[src/rtl/ref_mon_pkg.sv]
// Shared register addresses and reset defaults for the reference monitor.
// Assumes a 3-bit register address space.
package ref_mon_pkg;
    localparam int CFG_ADDR_W = 3;

    typedef enum logic [CFG_ADDR_W-1:0] {
        RA_STEP_UP   = 3'd0,
        RA_STEP_DOWN = 3'd1,
        RA_HIGH_MARK = 3'd2,
        RA_LOW_MARK  = 3'd3,
        RA_EXPECT    = 3'd4,
        RA_TOLERANCE = 3'd5,
        RA_SOAK      = 3'd6
    } cfg_addr_e;

    localparam int DEF_STEP_UP   = 4;
    localparam int DEF_STEP_DOWN = 1;
    localparam int DEF_HIGH_MARK = 12;
    localparam int DEF_LOW_MARK  = 2;
    localparam int DEF_EXPECT    = 0;
    localparam int DEF_TOLERANCE = 0;
    localparam int DEF_SOAK      = 3;
endpackage

[src/rtl/ref_edge_sync.sv]
// Brings one asynchronous reference into the clk domain through two flops,
// then flags a rising edge of the synchronized level for one cycle.
// Assumes the reference is slower than half the master clock.
module ref_edge_sync (
    input  logic clk,
    input  logic rst_n,
    input  logic ref_i,
    output logic rise_o
);
    logic meta_q, sync_q, prev_q;

    // Two-stage synchronizer plus a delayed copy for edge detection.
    always_ff @(posedge clk) begin
        if (!rst_n) begin
            meta_q <= 1'b0;
            sync_q <= 1'b0;
            prev_q <= 1'b0;
        end else begin
            meta_q <= ref_i;
            sync_q <= meta_q;
            prev_q <= sync_q;
        end
    end

    assign rise_o = sync_q & ~prev_q;
endmodule

[src/rtl/ref_activity.sv]
// Leaky-bucket activity tracker for one reference. The bucket fills by
// step_up when a window passes without an edge, and drains by step_down
// otherwise. The active flag uses high and low marks for hysteresis.
// Assumes win_end_i pulses for one cycle at the end of every window.
module ref_activity #(
    parameter int BKT_W = 8
) (
    input  logic             clk,
    input  logic             rst_n,
    input  logic             rise_i,
    input  logic             win_end_i,
    input  logic [BKT_W-1:0] step_up,
    input  logic [BKT_W-1:0] step_down,
    input  logic [BKT_W-1:0] high_mark,
    input  logic [BKT_W-1:0] low_mark,
    output logic             active_o
);
    localparam logic [BKT_W-1:0] BKT_MAX = {BKT_W{1'b1}};

    logic [BKT_W-1:0] level_q, level_nxt;
    logic             seen_q, hit;
    logic [BKT_W:0]   fill_sum;

    // Next bucket value for the window that is closing now.
    always_comb begin
        hit      = seen_q | rise_i;
        fill_sum = {1'b0, level_q} + {1'b0, step_up};
        if (hit)
            level_nxt = (level_q > step_down) ? level_q - step_down : '0;
        else
            level_nxt = fill_sum[BKT_W] ? BKT_MAX : fill_sum[BKT_W-1:0];
    end

    // Edge memory per window, bucket update and hysteresis flag.
    always_ff @(posedge clk) begin
        if (!rst_n) begin
            seen_q   <= 1'b0;
            level_q  <= BKT_MAX;
            active_o <= 1'b0;
        end else if (win_end_i) begin
            seen_q  <= 1'b0;
            level_q <= level_nxt;
            if (level_nxt >= high_mark)
                active_o <= 1'b0;
            else if (level_nxt <= low_mark)
                active_o <= 1'b1;
        end else begin
            seen_q <= hit;
        end
    end
endmodule

[src/rtl/ref_freq_meter.sv]
// Counts rising edges of one reference over each gate. At the gate end,
// it publishes the signed difference from the expected count and whether
// the magnitude lies within the tolerance.
// Assumes at most GATE/2 edges per gate, so the count cannot overflow.
module ref_freq_meter #(
    parameter int CNT_W = 11,
    localparam int OFS_W = CNT_W + 1
) (
    input  logic                    clk,
    input  logic                    rst_n,
    input  logic                    rise_i,
    input  logic                    gate_end_i,
    input  logic [CNT_W-1:0]        expect_cnt,
    input  logic [CNT_W-1:0]        tolerance,
    output logic signed [OFS_W-1:0] offset_o,
    output logic                    in_range_o
);
    logic [CNT_W-1:0]        edges_q, edges_nxt;
    logic signed [OFS_W-1:0] diff, magnitude;

    // Offset of the gate that is closing now, and its absolute value.
    always_comb begin
        edges_nxt = edges_q + CNT_W'(rise_i);
        diff      = $signed({1'b0, edges_nxt}) - $signed({1'b0, expect_cnt});
        magnitude = diff[OFS_W-1] ? -diff : diff;
    end

    // Edge counting inside the gate; results latched at the gate end.
    always_ff @(posedge clk) begin
        if (!rst_n) begin
            edges_q    <= '0;
            offset_o   <= '0;
            in_range_o <= 1'b0;
        end else if (gate_end_i) begin
            edges_q    <= '0;
            offset_o   <= diff;
            in_range_o <= (magnitude <= $signed({1'b0, tolerance}));
        end else begin
            edges_q <= edges_nxt;
        end
    end
endmodule

[src/rtl/ref_soak.sv]
// Soak timer for one reference: counts consecutive gate ends with the
// reference active and in range, and raises the qualified flag once the
// count reaches the soak setting. Any lapse clears it at once.
// Assumes soak_len of 0 is treated like 1.
module ref_soak #(
    parameter int SOAK_W = 8
) (
    input  logic              clk,
    input  logic              rst_n,
    input  logic              active_i,
    input  logic              in_range_i,
    input  logic              gate_end_i,
    input  logic [SOAK_W-1:0] soak_len,
    output logic              qual_o
);
    logic [SOAK_W-1:0] soak_q;
    logic [SOAK_W:0]   soak_inc;

    assign soak_inc = {1'b0, soak_q} + 1'b1;

    // Restart on any lapse; otherwise advance once per gate until qualified.
    always_ff @(posedge clk) begin
        if (!rst_n) begin
            soak_q <= '0;
            qual_o <= 1'b0;
        end else if (!(active_i && in_range_i)) begin
            soak_q <= '0;
            qual_o <= 1'b0;
        end else if (gate_end_i && !qual_o) begin
            soak_q <= soak_inc[SOAK_W-1:0];
            qual_o <= (soak_inc >= {1'b0, soak_len});
        end
    end
endmodule

[src/rtl/ref_qual_monitor.sv]
// Top of the reference monitor: holds the shared configuration registers,
// runs the common window and gate timers, and builds one monitoring lane
// per reference input. Assumes DATA_W covers the widest register.
module ref_qual_monitor
    import ref_mon_pkg::*;
#(
    parameter int NUM_REFS    = 12,
    parameter int WIN_CYCLES  = 64,
    parameter int GATE_CYCLES = 1024,
    parameter int BKT_W       = 8,
    parameter int SOAK_W      = 8,
    parameter int DATA_W      = 16,
    localparam int CNT_W      = $clog2(GATE_CYCLES + 1),
    localparam int OFS_W      = CNT_W + 1
) (
    input  logic                      clk,
    input  logic                      rst_n,
    input  logic [NUM_REFS-1:0]       ref_in,
    input  logic                      cfg_wr_en,
    input  logic [CFG_ADDR_W-1:0]     cfg_addr,
    input  logic [DATA_W-1:0]         cfg_wdata,
    output logic [DATA_W-1:0]         cfg_rdata,
    output logic [NUM_REFS-1:0]       active_o,
    output logic [NUM_REFS-1:0]       qual_o,
    output logic [NUM_REFS*OFS_W-1:0] offset_o
);
    localparam int WIN_W  = $clog2(WIN_CYCLES);
    localparam int GATE_W = $clog2(GATE_CYCLES);

    logic [BKT_W-1:0]  step_up_q, step_down_q, high_mark_q, low_mark_q;
    logic [CNT_W-1:0]  expect_q, tolerance_q;
    logic [SOAK_W-1:0] soak_q;
    logic [WIN_W-1:0]  win_cnt;
    logic [GATE_W-1:0] gate_cnt;
    logic              win_end, gate_end;

    // Configuration registers, written through the register port.
    always_ff @(posedge clk) begin
        if (!rst_n) begin
            step_up_q   <= BKT_W'(DEF_STEP_UP);
            step_down_q <= BKT_W'(DEF_STEP_DOWN);
            high_mark_q <= BKT_W'(DEF_HIGH_MARK);
            low_mark_q  <= BKT_W'(DEF_LOW_MARK);
            expect_q    <= CNT_W'(DEF_EXPECT);
            tolerance_q <= CNT_W'(DEF_TOLERANCE);
            soak_q      <= SOAK_W'(DEF_SOAK);
        end else if (cfg_wr_en) begin
            case (cfg_addr)
                RA_STEP_UP:   step_up_q   <= cfg_wdata[BKT_W-1:0];
                RA_STEP_DOWN: step_down_q <= cfg_wdata[BKT_W-1:0];
                RA_HIGH_MARK: high_mark_q <= cfg_wdata[BKT_W-1:0];
                RA_LOW_MARK:  low_mark_q  <= cfg_wdata[BKT_W-1:0];
                RA_EXPECT:    expect_q    <= cfg_wdata[CNT_W-1:0];
                RA_TOLERANCE: tolerance_q <= cfg_wdata[CNT_W-1:0];
                RA_SOAK:      soak_q      <= cfg_wdata[SOAK_W-1:0];
                default:      ;
            endcase
        end
    end

    // Combinational read-back, zero-extended; unmapped address reads 0.
    always_comb begin
        case (cfg_addr)
            RA_STEP_UP:   cfg_rdata = DATA_W'(step_up_q);
            RA_STEP_DOWN: cfg_rdata = DATA_W'(step_down_q);
            RA_HIGH_MARK: cfg_rdata = DATA_W'(high_mark_q);
            RA_LOW_MARK:  cfg_rdata = DATA_W'(low_mark_q);
            RA_EXPECT:    cfg_rdata = DATA_W'(expect_q);
            RA_TOLERANCE: cfg_rdata = DATA_W'(tolerance_q);
            RA_SOAK:      cfg_rdata = DATA_W'(soak_q);
            default:      cfg_rdata = '0;
        endcase
    end

    assign win_end  = (win_cnt == WIN_W'(WIN_CYCLES - 1));
    assign gate_end = (gate_cnt == GATE_W'(GATE_CYCLES - 1));

    // Shared free-running window and gate timers.
    always_ff @(posedge clk) begin
        if (!rst_n) begin
            win_cnt  <= '0;
            gate_cnt <= '0;
        end else begin
            win_cnt  <= win_end ? '0 : win_cnt + 1'b1;
            gate_cnt <= gate_end ? '0 : gate_cnt + 1'b1;
        end
    end

    for (genvar i = 0; i < NUM_REFS; i++) begin : g_lane
        logic                    rise, in_range;
        logic signed [OFS_W-1:0] offset;

        ref_edge_sync u_sync (
            .clk    (clk),
            .rst_n  (rst_n),
            .ref_i  (ref_in[i]),
            .rise_o (rise)
        );

        ref_activity #(.BKT_W(BKT_W)) u_act (
            .clk       (clk),
            .rst_n     (rst_n),
            .rise_i    (rise),
            .win_end_i (win_end),
            .step_up   (step_up_q),
            .step_down (step_down_q),
            .high_mark (high_mark_q),
            .low_mark  (low_mark_q),
            .active_o  (active_o[i])
        );

        ref_freq_meter #(.CNT_W(CNT_W)) u_meter (
            .clk        (clk),
            .rst_n      (rst_n),
            .rise_i     (rise),
            .gate_end_i (gate_end),
            .expect_cnt (expect_q),
            .tolerance  (tolerance_q),
            .offset_o   (offset),
            .in_range_o (in_range)
        );

        ref_soak #(.SOAK_W(SOAK_W)) u_soak (
            .clk        (clk),
            .rst_n      (rst_n),
            .active_i   (active_o[i]),
            .in_range_i (in_range),
            .gate_end_i (gate_end),
            .soak_len   (soak_q),
            .qual_o     (qual_o[i])
        );

        assign offset_o[i*OFS_W +: OFS_W] = offset;
    end
endmodule

[config.mk]
export PLATFORM = sky130hd
export DESIGN_NAME = ref_qual_monitor
export DESIGN_NICKNAME = d
export VERILOG_FILES = /design/src/rtl/ref_mon_pkg.sv /design/src/rtl/ref_edge_sync.sv /design/src/rtl/ref_activity.sv /design/src/rtl/ref_freq_meter.sv /design/src/rtl/ref_soak.sv /design/src/rtl/ref_qual_monitor.sv
export SDC_FILE = /design/constraint.sdc
export NUM_CORES = 2
export LEC_CHECK = 0
export BUFFER_PORTS_ARGS = -buffer_cell sky130_fd_sc_hd__buf_2
export CAP_MARGIN = 30
export CORE_MARGIN = 2
export CORE_UTILIZATION = 45
export CTS_BUF_LIST = sky130_fd_sc_hd__clkbuf_8
export DETAILED_ROUTE_END_ITERATION = 8
export PLACE_DENSITY_LB_ADDON = 0.2
export SETUP_SLACK_MARGIN = 0.15
export SLEW_MARGIN = 15
export SYNTH_ARGS = -nofsm -noshare
export SYNTH_HDL_FRONTEND = slang
export SYNTH_SLANG_ARGS = --single-unit
[constraint.sdc]
create_clock -name clk -period 4.56 [get_ports clk]
set_input_delay 0.228 -clock clk [delete_from_list [all_inputs] [get_ports clk]]
set_output_delay 0.228 -clock clk [all_outputs]
set_load 0.1 [all_outputs]
# Yosys cells after proc, flatten, opt, wreduce, memory -nomap -nowiden

Index checks and enable logic that the tools add are counted.

Add/subtract/negate cells: 74
Order comparisons: 60
Eq/ne operators: 8
Muxes and demuxes: 73
Bitwise logic cells: 37
Reductions and logical operators: 82

Operators with widths:

| kind                    | number |
|---|---|
| $mux W8                 | 36 |
| $le A12 B12 Y1          | 12 |
| $mux W12                | 12 |
| $neg A12 Y12            | 12 |
| $sub A11 B11 Y12        | 12 |
| $add A11 B1 Y11         | 12 |
| $add A8 B1 Y9 const B   | 12 |
| $add A8 B8 Y9           | 12 |
| $ge A9 B8 Y1            | 12 |
| $ge A8 B8 Y1            | 12 |
| $gt A8 B8 Y1            | 12 |
| $le A8 B8 Y1            | 12 |
| $sub A8 B8 Y8           | 12 |
| $pmux W11 S7            | 1 |
| $reduce_and A2 Y1       | 31 |
| $logic_and A1 B1 Y1     | 24 |
| $mux W1                 | 24 |
| $reduce_bool A2 Y1      | 12 |
| $not A1 Y1              | 13 |
| $and A1 B1 Y1           | 12 |
| $logic_not A1 Y1        | 12 |
| $or A1 B1 Y1            | 12 |
| $add A10 B1 Y10 const B | 1 |
| $eq A10 B10 Y1 const B  | 1 |
| 7 further kinds         | 11 |

Flip-flop bits (word level): 630
Input bits: 34
Output and inout port bits: 184
Logic and storage cells: 475

# Depth between registers and ports, before layout

Depth in word-level cells: 7
Gate-level depth with buffers: 25
Gate-level depth less buffers: 24

# By module

From an unflattened synthesis, not the netlist that was laid out.

Cell total of the unflattened synthesis: 6963
Area total of the unflattened synthesis: 58011.9 um^2

Modules (own cells, without submodules):

| module                                  | times used | cells each | area an instance (um^2) | seq. area each (um^2) |
|---|---|---|---|---|
| ref_activity                            | 12         | 203        | 1647.8                  | 200.2 |
| ref_freq_meter (g_lane[0].u_meter ...)  | 8          | 256        | 2135.8                  | 480.5 |
| ref_freq_meter (g_lane[10].u_meter ...) | 4          | 250        | 2072.0                  | 480.5 |
| ref_soak                                | 12         | 83         | 685.7                   | 180.2 |
| ref_qual_monitor                        | 1          | 399        | 3524.6                  | 1561.5 |
| ref_edge_sync                           | 12         | 7          | 92.6                    | 60.1 |

# Least setup slack after synthesis

Ideal clock, no wire load.

Path type: register -> register
Start: reg expect_q[1]
End: reg g_lane[2].u_meter.in_range_o
Library setup time: 0.059 ns
Data arrival time: 4.354 ns
Data required time: 4.501 ns
Slack: 0.148 ns
Cell stages (with the launch flop): 19
Buffers on the path: 1
Period minus slack after synthesis: 4.412 ns
Path through: dfxtp_1 inv_1 ha_1 nor2b_1 o2111ai_1 nand2_1 or2_2 a221oi_1 o21ai_0 clkbuf_1 nor2_1 xnor2_1 ha_1 a21o_1 a21o_1 a21oi_1 o21ai_0 o21ai_0 o221a_2

Cells in the longest elaborated chain, start to end: 4

Ends and longest elaborated chain:

| what                   | RTL line               | source |
|---|---|---|
| from (decl)            | ref_qual_monitor.sv:31 | `logic [CNT_W-1:0] expect_q, tolerance_q;` |
| from (signal assigned) | ref_qual_monitor.sv:44 | `expect_q <= CNT_W'(DEF_EXPECT);` |
| from (signal assigned) | ref_qual_monitor.sv:53 | `RA_EXPECT: expect_q <= cfg_wdata[CNT_W-1:0];` |
| $sub A11 B11 Y12 (*)   | ref_freq_meter.sv:24   | `diff = $signed({1'b0, edges_nxt}) - $signed({1'b0, expect_cnt});` |
| $neg A12 Y12           | ref_freq_meter.sv:25   | `magnitude = diff[OFS_W-1] ? -diff : diff;` |
| $mux W12 (*)           | ref_freq_meter.sv:25   |  |
| $le A12 B12 Y1 (*)     | ref_freq_meter.sv:37   | `in_range_o <= (magnitude <= $signed({1'b0, tolerance}));` |
| to (signal assigned)   | ref_freq_meter.sv:37   |  |
| to (decl)              | ref_freq_meter.sv:16   | `output logic in_range_o` |

Every way passes the cells marked *; elsewhere a longest branch is shown, timed or not.
A chain may end at the register's enable or synchronous reset.

# Worst setup path in the final report

Start: reg g_lane[8].u_sync.sync_q
End: reg g_lane[8].u_meter.in_range_o

Cells in the longest elaborated chain, start to end: 6

Ends and longest elaborated chain:

| what                               | RTL line             | source |
|---|---|---|
| from (decl)                        | ref_edge_sync.sv:10  | `logic meta_q, sync_q, prev_q;` |
| from (signal assigned)             | ref_edge_sync.sv:20  | `sync_q <= meta_q;` |
| $and A1 B1 Y1 (*)                  | ref_edge_sync.sv:25  | `assign rise_o = sync_q & ~prev_q;` |
| $add A11 B1 Y11 (*)                | ref_freq_meter.sv:23 | `edges_nxt = edges_q + CNT_W'(rise_i);` |
| via g_lane[8].u_meter.edges_nxt[4] | ref_freq_meter.sv:18 | `logic [CNT_W-1:0] edges_q, edges_nxt;` |
| $sub A11 B11 Y12 (*)               | ref_freq_meter.sv:24 |  |
| $neg A12 Y12                       | ref_freq_meter.sv:25 |  |
| $mux W12 (*)                       | ref_freq_meter.sv:25 |  |
| $le A12 B12 Y1 (*)                 | ref_freq_meter.sv:37 |  |
| to (signal assigned)               | ref_freq_meter.sv:37 |  |
| to (decl)                          | ref_freq_meter.sv:16 |  |

Mark *: on every way through the listed nets, which the timed path passes. The rest lies on a longest branch.

==> impl_metrics.ini <==
[timing]
rsz0062_at_grt = yes
skew_ns = 0.0486
slew_headroom_pct = 28.1
worstMarginPinSlew_ns = 1.08
hold_viol = 0
setup_viol = 0
timing.fmax_ghz = 0.231
fin_crit_sh_pct = 94.9
post-route-min-period_ns = 4.33
drv_slew = 0
holdWs_ns = 0.154

[synth]
syn_avg_cell_area_um2 = 8.19
yosysWarnings = 0
synth-seq-cells = 630
synth_edf_count = 0
yosysTopAreaCell = dfxtp_1
synthDistinctLibCells = 83
synthTopCellsByArea = dfxtp_1 25%, ha_1 20%, xnor2_1 6.9%
synth_ff_type = dfxtp_1
synthCells = 6124
syn-cell-area_mm2 = 0.0501
synth_top_area_share_pct = 25.2
ys_seq_area_share_pct = 25.2
postSynth.asyncResetShare_pct = 0

[placement]
io_buffer_count = 207
dpl.hpwl_um = 115000
gp_routability_congestion = 0.923

[setup_path]
end_kind = flip-flop
r2r_start = g_lane[8].u_sync.sync_q$_SDFF_PN0_
arrival_ns = 5.08
critical_path_class = flip-flop to flip-flop
worstSetupStartpointType = flip-flop
critPathMostFrequentCell = ha_4
crit_path_max_fanout = 3
path_depth = 22
slowest_delay_ns = 0.54
cp.required_ns = 5.31
path_cells = nor2b_4, ha_4, ha_4, and3_4, xor2_4, ha_4, and2_4, a31oi_4, and3_4, o21bai_4, or4_4, o21a_1, nor2_1, xnor2_1, ha_1, a211oi_2, o221ai_2, a31o_2, a21oi_2, o21ai_1, a31oi_1, a41o_1
path_buf_inv = 0
crit_slowest_cell = or4_4
path_delay_family = simple AND/OR/NAND/NOR gates
worst-r2r-cell-count = 22
crit_start = g_lane[8].u_sync.sync_q$_SDFF_PN0_

[min_path]
hp-start = ref_in[1]
whs_path_depth = 3
min_path_type = input port to flip-flop

[power]
peakVddDrop_mv = 0.206
powerDensity_mw_per_mm2 = 263
p_int_mw = 10.4
p_seq_share_pct = 36.3
comb_power_share_pct = 26.0
power.switching_mw = 4.93
clkPwrFrac_pct = 37.7
leakagePower_nw = 24.3
p_sw_share_pct = 32.1
finalPower_mw = 15.4

[final_layout]
utilization_pct = 52.8
nets = 7400
area_growth_pct = 16.5
layout-drive-gt1-share_pct = 14.2

[floorplanning]
die_w_um = 338
die_area_mm2 = 0.114
die_h_um = 338
num_rows = 122
start_util_pct = 45.4
core_mm2 = 0.111
pin_count = 218

[grt]
grt_pass1_vias = 42630
antenna_found_initial = 8
gr-total-overflow = 0
track_usage_pct = 27.0
grt_max_degree = 212
grt_pass1_wl_um = 242000

[route]
firstDrtPassIters = 5
drt_iter0_drc = 3310
viasPerCell = 5.65
wire_per_inst_um = 19.7
antenna_left = 0
drc_errors = 0
wl_um = 160000
num_vias = 45792

[cts]
ctsHtreeMaxLevel = 3
numCtsBuffers = 117
clock_sinks = 630
clkSlewWorstSetupHoldPaths_ns = 0.06
tritoncts = built
cts_buffer_depth = 3
insertion_delay_ns = 0.81
cts_root_buf = clkbuf_8

[outcome]
status = complete, no violations

[flow_run]
maxCapViolCount = 0
## state kept, by name (all words and copies together), names as in the netlist, 10 cells and up
register and flops:
g_lane.u_sync.prev_q 12, g_lane.u_act.seen_q 12, g_lane.u_act.active_o 12, g_lane.u_act.level_q 96, tolerance_q 11, g_lane.u_meter.edges_q 132
g_lane.u_soak.qual_o 12, expect_q 11, g_lane.u_meter.offset_o 144, gate_cnt 10, g_lane.u_sync.sync_q 12, g_lane.u_meter.in_range_o 12
g_lane.u_soak.soak_q 96, g_lane.u_sync.meta_q 12
## path summary, 6_finish.rpt
kind                                                             endpoint  slack [ns]
worst min register to register         g_lane[7].u_sync.sync_q$_SDFF_PN0_        0.43
worst min-delay path                   g_lane[1].u_sync.meta_q$_SDFF_PN0_        0.15
worst max-delay path            g_lane[8].u_meter.in_range_o$_SDFFE_PN0N_        0.23
worst max register to register  g_lane[8].u_meter.in_range_o$_SDFFE_PN0N_        0.23
## cell usage in the layout, fill, tap and decap left out, types with 34 or more instances in the layout
cell      Yosys  layout
buf_4        29     220
inv_1       211     242
nor2b_1     153     138
o211ai_1     34      34
clkbuf_8      0     152
nand2b_1    104     104
nor2_1      677     666
and2_1       55      54
a21o_1       95      95
o31ai_1      71      64
or3_1        38      37
nor3_1      114     108
a21oi_1     586     567
a211oi_1     86      81
nand2_1     493     487
ha_1        810     776
and3_1      147     140
fa_1         36      36
o21ai_0     259     239
nand3_1     181     167
dfxtp_1     630     623
o21a_1       83      83
nand4_1      64      64
xnor2_1     397     375
xor2_1      197     187
buf_2         7     206
## metrics by stage
stage / instance area (um^2) / worst slack (ns) / setup TNS [ns] / std cells
floorplan: 50200 / 0.262 / 0 / 6128
global placement: 53800 / -0.0499 / -0.0499 / 7815
detailed placement: 53900 / -0.144 / -0.148 / 7821
CTS: 56700 / 0.0408 / 0 / 8062
global route: 58400 / 0.0386 / 0 / 8102
finish: 58400 / 0.231 / 0 / 8104
## worst reg2reg max path, stage by stage, from the launching register on
cell      delay, ns
dfxtp_2        0.33
nor2b_4        0.17
ha_4           0.15
ha_4           0.12
and3_4         0.22
xor2_4         0.19
ha_4           0.24
and2_4         0.15
a31oi_4        0.14
and3_4         0.22
o21bai_4       0.07
or4_4          0.54
o21a_1         0.17
nor2_1         0.13
xnor2_1        0.13
ha_1           0.27
a211oi_2       0.23
o221ai_2       0.12
a31o_2         0.22
a21oi_2        0.13
o21ai_1        0.07
a31oi_1        0.16
a41o_1         0.11
## layout make-up
cell class                 instances  area [um^2]
multi-input combinational       5083        37300
tap                             1488         1860
clock inverter                    59          368
inverter                         212          803
clock buffer                     152         2090
fill                           10492        52100
sequential                       630        12600
antenna                            4         10.0
timing repair buffer             476         3350
## cell usage after synthesis (11+ instances only)
library cell,count
a211oi_1,86
a21o_1,95
a21oi_1,586
a22o_1,19
a31o_2,25
a31oi_1,22
and2_1,55
and3_1,147
buf_1,13
buf_4,29
clkbuf_1,153
dfxtp_1,630
fa_1,36
ha_1,810
inv_1,211
mux2i_1,12
nand2_1,493
nand2b_1,104
nand3_1,181
nand3b_1,12
nand4_1,64
nor2_1,677
nor2b_1,153
nor3_1,114
nor4_1,11
o2111ai_1,13
o211ai_1,34
o21a_1,83
o21ai_0,259
o21ai_1,13
o21bai_1,27
o221a_2,18
o22ai_1,33
o311ai_0,19
o31a_1,18
o31ai_1,71
or2_2,23
or3_1,38
or4_1,14
xnor2_1,397
xor2_1,197
## per-layer routing
metal	global-route usage, %	up-vias	wire [um]
li1	-	22635	-
met1	37.1	21680	72700
met2	43.0	1205	70900
met3	3.58	264	9960
met4	10.2	8	6120
met5	0	-	44
## cells by family (layout without fill, tap and decap cells)
kind of cell               count (synthesis)  after routing  share of synthesized area, %
and+or+nand+nor                         2117           2117                          20.1
AOI/OAI and AO/OA                       1493           1493                          18.6
adders and majority gates                846            846                          21.7
DFF                                      630            630                          25.2
xor gates and xnor gates                 594            594                          10.4
buffers and inverters                    415            899                          3.36
muxes                                     28             28                         0.779
other                                      1              9                       0.00748
## power by group through the flow
stage | logic [mW] | clock network [mW] | registers, mW
floorplan | 2.66 | 0 | 5.69
global placement | 3.57 | 0 | 5.70
detailed placement | 3.66 | 0 | 5.70
CTS | 3.72 | 5.93 | 5.58
global route | 4.46 | 6.17 | 5.59
finish | 3.99 | 5.80 | 5.59
## what timing repair did
action / CTS / global route
hold buffers: 25 / 0
endpoints found under the hold margin: 112 / 0
endpoints found under the setup margin: 10 / 24
pin swaps: 8 / 93
gates resized for setup: 25 / 272
setup buffers: 5 / 36
(Power assumes the default switching activity.)
